--- src/rtl/cmd_packer_pkg.sv ---
package cmd_packer_pkg;
  localparam int OFS_W  = 20;
  localparam int WORD_W = 32;
  localparam int BE_W   = WORD_W / 8;

  localparam logic [7:0] OP_DIRECT  = 8'h01;
  localparam logic [7:0] OP_INDEXED = 8'h09;

  typedef enum logic [1:0] {PREV_NONE, PREV_FULL, PREV_IDX} prev_e;

  typedef enum logic [3:0] {
    ST_IDLE, ST_NEW_LO, ST_NEW_HI, ST_CV_MOVE, ST_CV_HDR,
    ST_MG_DATA, ST_MG_CNT, ST_MG_PAD, ST_FILL
  } st_e;
endpackage

--- src/rtl/cmd_packer_bytemask.sv ---
module cmd_packer_bytemask
  import cmd_packer_pkg::*;
(
  input  logic [WORD_W-1:0] mask_i,
  output logic [BE_W-1:0]   be_o
);
  for (genvar k = 0; k < BE_W; k++) begin : g_lane
    assign be_o[k] = |mask_i[8*k +: 8];
  end
endmodule

--- src/rtl/cmd_packer_ram.sv ---
module cmd_packer_ram
  import cmd_packer_pkg::*;
#(
  parameter int DEPTH = 64,
  localparam int AW = $clog2(DEPTH)
) (
  input  logic              clk_i,
  input  logic              rst_ni,
  input  logic              we_i,
  input  logic [AW-1:0]     waddr_i,
  input  logic [WORD_W-1:0] wdata_i,
  input  logic [AW-1:0]     raddr_i,
  output logic [WORD_W-1:0] rdata_o
);
  logic [WORD_W-1:0] mem_q [DEPTH];

  always_ff @(posedge clk_i) begin
    if (we_i) mem_q[waddr_i] <= wdata_i;
  end

  assign rdata_o = mem_q[raddr_i];

  assert_waddr_in_range_R8: assert property (@(posedge clk_i) disable iff (!rst_ni)
    we_i |-> (int'(waddr_i) < DEPTH));
endmodule

--- src/rtl/cmd_packer_ctrl.sv ---
module cmd_packer_ctrl
  import cmd_packer_pkg::*;
#(
  parameter int DEPTH      = 64,
  parameter int LINE_WORDS = 16,
  localparam int AW = $clog2(DEPTH),
  localparam int PW = AW + 1,
  localparam int LB = $clog2(LINE_WORDS)
) (
  input  logic              clk_i,
  input  logic              rst_ni,
  input  logic              clear_i,
  input  logic              req_valid_i,
  output logic              req_ready_o,
  input  logic [OFS_W-1:0]  req_ofs_i,
  input  logic [WORD_W-1:0] req_data_i,
  input  logic [BE_W-1:0]   req_be_i,
  input  logic              fin_i,
  output logic              overflow_o,
  output logic              tail_valid_o,
  output logic [PW+1:0]     tail_bytes_o,
  output logic              ram_we_o,
  output logic [AW-1:0]     ram_addr_o,
  output logic [WORD_W-1:0] ram_wdata_o
);
  st_e               st_q;
  prev_e             prev_q;
  logic [PW-1:0]     free_q, start_q, dat_addr_q;
  logic [OFS_W-1:0]  ofs_q, prev_ofs_q;
  logic [WORD_W-1:0] data_q, prev_data_q, cnt_q;
  logic [BE_W-1:0]   be_q;
  logic              ovf_q, tail_v_q;
  logic [PW+1:0]     tail_q;

  logic              full, can_merge, room_mrg, room_new;
  logic [PW-1:0]     free_even;

  assign full      = &req_be_i;
  assign can_merge = full && (prev_q != PREV_NONE) && (prev_ofs_q == req_ofs_i);
  assign free_even = free_q + PW'(free_q[0]);
  assign room_mrg  = free_q <= PW'(DEPTH - 2);
  assign room_new  = free_even <= PW'(DEPTH - 2);

  assign req_ready_o  = (st_q == ST_IDLE);
  assign overflow_o   = ovf_q;
  assign tail_valid_o = tail_v_q;
  assign tail_bytes_o = tail_q;

  always_comb begin
    ram_we_o    = 1'b1;
    ram_addr_o  = '0;
    ram_wdata_o = '0;
    unique case (st_q)
      ST_NEW_LO:  begin ram_addr_o = AW'(start_q);            ram_wdata_o = data_q; end
      ST_NEW_HI:  begin ram_addr_o = AW'(start_q + PW'(1));   ram_wdata_o = {OP_DIRECT, be_q, ofs_q}; end
      ST_CV_MOVE: begin ram_addr_o = AW'(start_q + PW'(2));   ram_wdata_o = prev_data_q; end
      ST_CV_HDR:  begin ram_addr_o = AW'(start_q + PW'(1));   ram_wdata_o = {OP_INDEXED, 4'h0, ofs_q}; end
      ST_MG_DATA: begin ram_addr_o = AW'(dat_addr_q);         ram_wdata_o = data_q; end
      ST_MG_CNT:  begin ram_addr_o = AW'(start_q);            ram_wdata_o = cnt_q; end
      ST_MG_PAD:  ram_addr_o = AW'(free_q);
      ST_FILL: begin
        ram_we_o   = free_q[LB-1:0] != '0;
        ram_addr_o = AW'(free_q);
      end
      default: ram_we_o = 1'b0;
    endcase
  end

  always_ff @(posedge clk_i or negedge rst_ni) begin
    if (!rst_ni) begin
      st_q <= ST_IDLE; prev_q <= PREV_NONE;
      free_q <= '0; start_q <= '0; dat_addr_q <= '0;
      ofs_q <= '0; prev_ofs_q <= '0; data_q <= '0; prev_data_q <= '0;
      cnt_q <= '0; be_q <= '0; ovf_q <= 1'b0; tail_v_q <= 1'b0; tail_q <= '0;
    end else if (clear_i) begin
      st_q <= ST_IDLE; prev_q <= PREV_NONE;
      free_q <= '0; start_q <= '0;
      ovf_q <= 1'b0; tail_v_q <= 1'b0;
    end else begin
      ovf_q    <= 1'b0;
      tail_v_q <= 1'b0;
      unique case (st_q)
        ST_IDLE: begin
          if (req_valid_i) begin
            ofs_q  <= req_ofs_i;
            data_q <= req_data_i;
            be_q   <= req_be_i;
            if (can_merge) begin
              if (!room_mrg) ovf_q <= 1'b1;
              else begin
                prev_q <= PREV_IDX;
                if (prev_q == PREV_FULL) begin
                  // instruction occupies start..start+1, free == start+2
                  dat_addr_q <= free_q + PW'(1);
                  free_q     <= free_q + PW'(2);
                  cnt_q      <= 32'd2;
                  st_q       <= ST_CV_MOVE;
                end else begin
                  dat_addr_q <= free_q;
                  free_q     <= free_q + PW'(1);
                  cnt_q      <= cnt_q + 32'd1;
                  st_q       <= ST_MG_DATA;
                end
              end
            end else if (!room_new) ovf_q <= 1'b1;
            else begin
              start_q     <= free_even;
              free_q      <= free_even + PW'(2);
              prev_q      <= full ? PREV_FULL : PREV_NONE;
              prev_ofs_q  <= req_ofs_i;
              prev_data_q <= req_data_i;
              st_q        <= ST_NEW_LO;
            end
          end else if (fin_i) begin
            prev_q <= PREV_NONE;
            st_q   <= ST_FILL;
          end
        end
        ST_NEW_LO:  st_q <= ST_NEW_HI;
        ST_CV_MOVE: st_q <= ST_CV_HDR;
        ST_CV_HDR:  st_q <= ST_MG_DATA;
        ST_MG_DATA: st_q <= ST_MG_CNT;
        ST_MG_CNT:  st_q <= free_q[0] ? ST_MG_PAD : ST_IDLE;
        ST_FILL: begin
          if (free_q[LB-1:0] != '0) free_q <= free_q + PW'(1);
          else begin
            tail_v_q <= 1'b1;
            tail_q   <= {free_q, 2'b00};
            st_q     <= ST_IDLE;
          end
        end
        default: st_q <= ST_IDLE;
      endcase
    end
  end

  assert_clear_empties_R11: assert property (@(posedge clk_i) disable iff (!rst_ni)
    clear_i |=> (free_q == '0 && start_q == '0));
  assert_free_bound_R8: assert property (@(posedge clk_i) disable iff (!rst_ni)
    int'(free_q) <= DEPTH);
  assert_start_le_free_R6: assert property (@(posedge clk_i) disable iff (!rst_ni)
    start_q <= free_q);
  assert_ovf_after_accept_R8: assert property (@(posedge clk_i) disable iff (!rst_ni)
    overflow_o |-> $past(req_valid_i && req_ready_o));
  assert_tail_aligned_R9: assert property (@(posedge clk_i) disable iff (!rst_ni)
    tail_valid_o |-> (tail_bytes_o[LB+1:0] == '0));
  assert_busy_after_merge_R10: assert property (@(posedge clk_i) disable iff (!rst_ni)
    (req_valid_i && req_ready_o && !clear_i && can_merge && room_mrg) |=> !req_ready_o);
endmodule

--- src/rtl/cmd_packer.sv ---
module cmd_packer
  import cmd_packer_pkg::*;
#(
  parameter int DEPTH      = 64,
  parameter int LINE_WORDS = 16,
  localparam int AW = $clog2(DEPTH),
  localparam int PW = AW + 1
) (
  input  logic              clk_i,
  input  logic              rst_ni,
  input  logic              clear_i,
  input  logic              req_valid_i,
  output logic              req_ready_o,
  input  logic [OFS_W-1:0]  req_ofs_i,
  input  logic [WORD_W-1:0] req_data_i,
  input  logic [WORD_W-1:0] req_mask_i,
  input  logic              fin_i,
  output logic              overflow_o,
  output logic              tail_valid_o,
  output logic [PW+1:0]     tail_bytes_o,
  input  logic [AW-1:0]     rd_addr_i,
  output logic [WORD_W-1:0] rd_data_o
);
  logic [BE_W-1:0]   be;
  logic              ram_we;
  logic [AW-1:0]     ram_addr;
  logic [WORD_W-1:0] ram_wdata;

  cmd_packer_bytemask u_be (.mask_i(req_mask_i), .be_o(be));

  cmd_packer_ctrl #(.DEPTH(DEPTH), .LINE_WORDS(LINE_WORDS)) u_ctrl (
    .clk_i, .rst_ni, .clear_i, .req_valid_i, .req_ready_o,
    .req_ofs_i, .req_data_i, .req_be_i(be), .fin_i,
    .overflow_o, .tail_valid_o, .tail_bytes_o,
    .ram_we_o(ram_we), .ram_addr_o(ram_addr), .ram_wdata_o(ram_wdata)
  );

  cmd_packer_ram #(.DEPTH(DEPTH)) u_ram (
    .clk_i, .rst_ni, .we_i(ram_we), .waddr_i(ram_addr), .wdata_i(ram_wdata),
    .raddr_i(rd_addr_i), .rdata_o(rd_data_o)
  );
endmodule

--- config.mk ---
export PLATFORM = sky130hd
export DESIGN_NAME = cmd_packer
export DESIGN_NICKNAME = d
export VERILOG_FILES = /design/src/rtl/cmd_packer_pkg.sv /design/src/rtl/cmd_packer_bytemask.sv /design/src/rtl/cmd_packer_ram.sv /design/src/rtl/cmd_packer_ctrl.sv /design/src/rtl/cmd_packer.sv
export SDC_FILE = /design/constraint.sdc
export NUM_CORES = 2
export LEC_CHECK = 0
export ABC_AREA = 1
export ABC_CLOCK_PERIOD_IN_PS = 6300
export BUFFER_PORTS_ARGS = -buffer_cell sky130_fd_sc_hd__buf_2
export CAP_MARGIN = 20
export CORE_UTILIZATION = 48
export DETAILED_ROUTE_END_ITERATION = 8
export SLEW_MARGIN = 20
export SYNTH_ARGS = -nofsm -noshare
export SYNTH_HDL_FRONTEND = slang
export SYNTH_HIERARCHICAL = 1
export SYNTH_SLANG_ARGS = --single-unit
--- constraint.sdc ---
create_clock -name clk_i -period 6.3 [get_ports clk_i]
set_clock_uncertainty 0.2 [all_clocks]
set_input_delay 1.26 -clock clk_i [delete_from_list [all_inputs] [get_ports clk_i]]
set_output_delay 1.26 -clock clk_i [all_outputs]
set_load 0.01 [all_outputs]
==> results list <==
- STA classifies the critical path endpoint as an output port.
* Total congestion overflow: 0
- Number of DRC markers after the initial detailed-route iteration: 7052
- Worst r2r path cells: 11
- Hold WC Path Type: in2async
- After detailed routing, the total wire length is 270000 microns.
- The worst pin sits at a relative slew slack of 23.3%.
* Cell chosen for the clock root: sky130_fd_sc_hd__clkbuf_16
* Post-DRT Antenna Nets: 0
- Total clock sinks: 2221
- Seq/Total Area, Yosys: 71.3%
- TritonCTS built the clock tree.
- The critical path is of the in2out type.
- Gates resized during post-CTS repair numbered 0.
- Post-synthesis cell area: 92300 sq um
- Traced cell by cell, the critical path runs through buf_8 -> buf_12 -> nand2_1 -> nand3_1 -> nand3_1 -> nand3_1 -> nand3_1 -> nand2_1 -> nand2_1 -> nand2_1 -> buf_2.
* Overall global routing resource usage: 27.8%
- Horiz. Die Dim: 441 microns
- The library cell used most frequently in the layout, excluding fill and tap cells, is sky130_fd_sc_hd__nand2_1.
* Floorplan die height: 441 microns
* Synthesized instance count: 8196
- In this design, the stage delay of the slowest critical-path cell is 520 ps.
- Of all nets on the critical path, the largest fanout is 181.
- The pre-antenna-repair detailed-routing pass consisted of 6 iterations.
- In this run the critical register-to-register path is captured at u_ram/mem_q[56][7].
- IR analysis of the VDD net gives a maximum drop of 0.280 mV.
* Initial standard-cell utilization of the core: 48.4%
- Top delay family on crit path: simple AND/OR/NAND/NOR gates
* Worst path bufs/invs: 3
* Leakage: 0.0390 uW
* Minimum clock period: 5390 ps
- Share of cells above drive strength 1: 9.74%
* Filler cell count in the final layout: 16100
- Entering global routing, the biggest net connects 182 pins.
- Max Fclk: 0.185 GHz
- Core outline area: 191000 sq um
- Max-capacitance violation count: 0
- The final count of pins violating max slew came to 0.
- The later pin in the worst-skew pair is clocked with a latency of 880 ps.
- The finished cells cover 104000 sq um.
- The flow ran to the end, and the final reports show no timing, DRC or antenna violations.
- Startpoint class of the critical path: input pin
- Number of design rule violations left after detail routing: 0
- After floorplanning, the core was divided into 160 placement rows.
- Number of setup violations in the final report: 0
- Layout Area Growth over Synthesis: 12.7%
- Largest area contributor in the netlist: sky130_fd_sc_hd__edfxtp_1
* Core utilization of the finished layout: 54.6%
* Top area cells in the synthesized netlist: sky130_fd_sc_hd__edfxtp_1 (67%), sky130_fd_sc_hd__nand2_1 (11%), sky130_fd_sc_hd__nand3_1 (11%)
- At the worst endpoint, the arrival time is 3930 ps.
- Tcrit/Tclk final: 85.6%
* Post-DP Area: 96800 sq um
- Top-Level Pins: 139
- DR WL/cell: 24.6 microns
* Hold Vio Cnt, Final: 0
* Total Power Consumption: 33400 uW
- HPWL after detailed placement: 146000 microns
* Gpl congestion: 0.872
- After clock tree synthesis, the setup repair step added 0 buffers.
* IO buf count: 136
* Stages on the worst setup path: 11
- The share of synthesized area in the top cell type comes to 66.6%.
* Buffer levels on the longest clock path: 3
- The Yosys step of the flow raised 6 warnings.
- Cell type of the slowest stage on the worst timing path: sky130_fd_sc_hd__buf_12
* Number of distinct library cell variants in the gate-level netlist after synthesis: 52
- Avg Synthesized Cell Area: 11.3 sq um
- Number of clock buffers inserted by TritonCTS: 223
- Dividing total power by cell area gives a power density of 321 nW/um^2.
- After clock tree synthesis, the clock-pin slew on the worst setup and hold paths is 60 ps.
* Post-route setup TNS: 0 ps
- Launch point of the critical path: rd_addr_i[0]
- Req. time, crit path: 4840 ps
- Beginning of the worst register-to-register path: u_ctrl/st_q[0]
* Avg Vias per Cell: 5.76
- CTS HTree Levels: 4
* Via Count: 63300
- The first global-routing pass estimated 398000 microns of wire.
- Most frequent cells in the layout: sky130_fd_sc_hd__nand2_1 (2805), sky130_fd_sc_hd__edfxtp_1 (2048), sky130_fd_sc_hd__nand3_1 (1946)
- The via count of the first global-routing pass was 60400.
- Setup repair after global routing left no endpoint under its margin.
- For the pin with the worst max-slew slack, the measured transition is 1150 ps.
- The floorplan step defined a die boundary enclosing 194000 sq um.
- Worst hold margin: 250 ps
* Nets@finish: 8385
- In this run, post-CTS hold repair placed 0 buffers.
- Timing endpoint of the critical path: rd_data_o[9]
- Number of flip-flops and latches in the synthesized netlist: 2221
* Initial antenna violation count: 2
* Register-to-register setup slack: 1110 ps
-- power breakdown --
part,total (uW),internal [uW],switching (uW)
logic,3260,813,2450
registers,17100,16900,226
clock network,13000,7330,5650
total,33400,25000,8330
-- flip-flops by register name (all words and copies together) (netlist names) --
| name | count |
|---|---|
| u_ctrl/be_q | 4 |
| u_ctrl/cnt_q | 32 |
| u_ctrl/dat_addr_q | 6 |
| u_ctrl/data_q | 32 |
| u_ctrl/free_q | 7 |
| u_ctrl/ofs_q | 20 |
| u_ctrl/overflow_o | 1 |
| u_ctrl/prev_data_q | 32 |
| u_ctrl/prev_ofs_q | 20 |
| u_ctrl/prev_q | 2 |
| u_ctrl/st_q | 4 |
| u_ctrl/start_q | 5 |
| u_ctrl/tail_bytes_o | 7 |
| u_ctrl/tail_valid_o | 1 |
| u_ram/mem_q | 2048 |
-- worst min-delay path by stage --
stage / end / slack [ps] / cells past startpoint
final: u_ctrl/tail_valid_o / 250 / 1
after global routing: u_ctrl/data_q[10] / 290 / 2
after CTS: u_ctrl/tail_bytes_o[6] / 240 / 1
after detailed placement: u_ctrl/data_q[31] / 260 / 2
after global placement: u_ctrl/data_q[21] / 260 / 2
after floorplan: u_ctrl/data_q[0] / 240 / 2
-- cell usage after synthesis, drive strengths merged --
master,count
nand2,2811
edfxtp,2048
nand3,1952
buf,411
nor2,216
inv,206
dfrtp,173
o21ai,110
clkbuf,91
nand4,33
nor3,26
xor2,23
a21oi,14
a221oi,14
o2111ai,13
nor4,9
ha,8
o211ai,8
o22ai,6
xnor2,6
clkinv,4
or2,3
a22oi,2
a31oi,2
nor3b,2
a221o,1
a41oi,1
conb,1
o31ai,1
or3,1
-- layer usage --
metal / vias to the layer above / share of wire, % / track usage [%] / wire length, microns
met2: 2546 / 48 / 45.7 / 130000
li1: 28800 / - / - / -
met5: - / 0 / 0 / 0
met4: 0 / 3.7 / 10.4 / 10000
met1: 31500 / 41 / 37.6 / 111000
met3: 455 / 7.0 / 3.85 / 19000
-- cell families after synthesis --
logic type / Yosys count / share of synthesized area, %
other: 1 / 0.00406
xor gates and xnor gates: 29 / 0.275
AOI/OAI and AO/OA: 172 / 1.13
DFF: 2221 / 71.3
adders and majority gates: 8 / 0.108
buffers and inverters: 712 / 3.61
and+or+nand+nor: 5053 / 23.6
-- layout make-up --
type | count | area [sq um] | area share, %
timing repair buffer | 362 | 3130 | 3.01
clock inverter | 126 | 1170 | 1.13
tap | 2511 | 3140 | 3.02
antenna | 4 | 10.0 | 0.00962
sequential | 2221 | 65800 | 63.3
multi-input combinational | 5264 | 24000 | 23.0
inverter | 210 | 827 | 0.795
clock buffer | 289 | 5960 | 5.73
-- stage by stage --
stage	std cells	setup WS [ps]
after CTS	11000	1030
final	11000	907
after detailed placement	10600	1040
after floorplan	8197	705
after global routing	11000	766
after global placement	10600	1050
-- worst register-to-register path: stages, from the launching register on --
cell,delay [ps]
sky130_fd_sc_hd__dfrtp_1,380
sky130_fd_sc_hd__nor2_1,60
sky130_fd_sc_hd__inv_2,80
sky130_fd_sc_hd__nor2_1,70
sky130_fd_sc_hd__nand2_1,410
sky130_fd_sc_hd__o21ai_0,450
sky130_fd_sc_hd__nand2_1,210
sky130_fd_sc_hd__o2111ai_2,490
sky130_fd_sc_hd__inv_1,460
sky130_fd_sc_hd__nand4_1,840
sky130_fd_sc_hd__nor2_4,540
sky130_fd_sc_hd__buf_4,560
No activity file was read; power rests on OpenSTA's default activity.
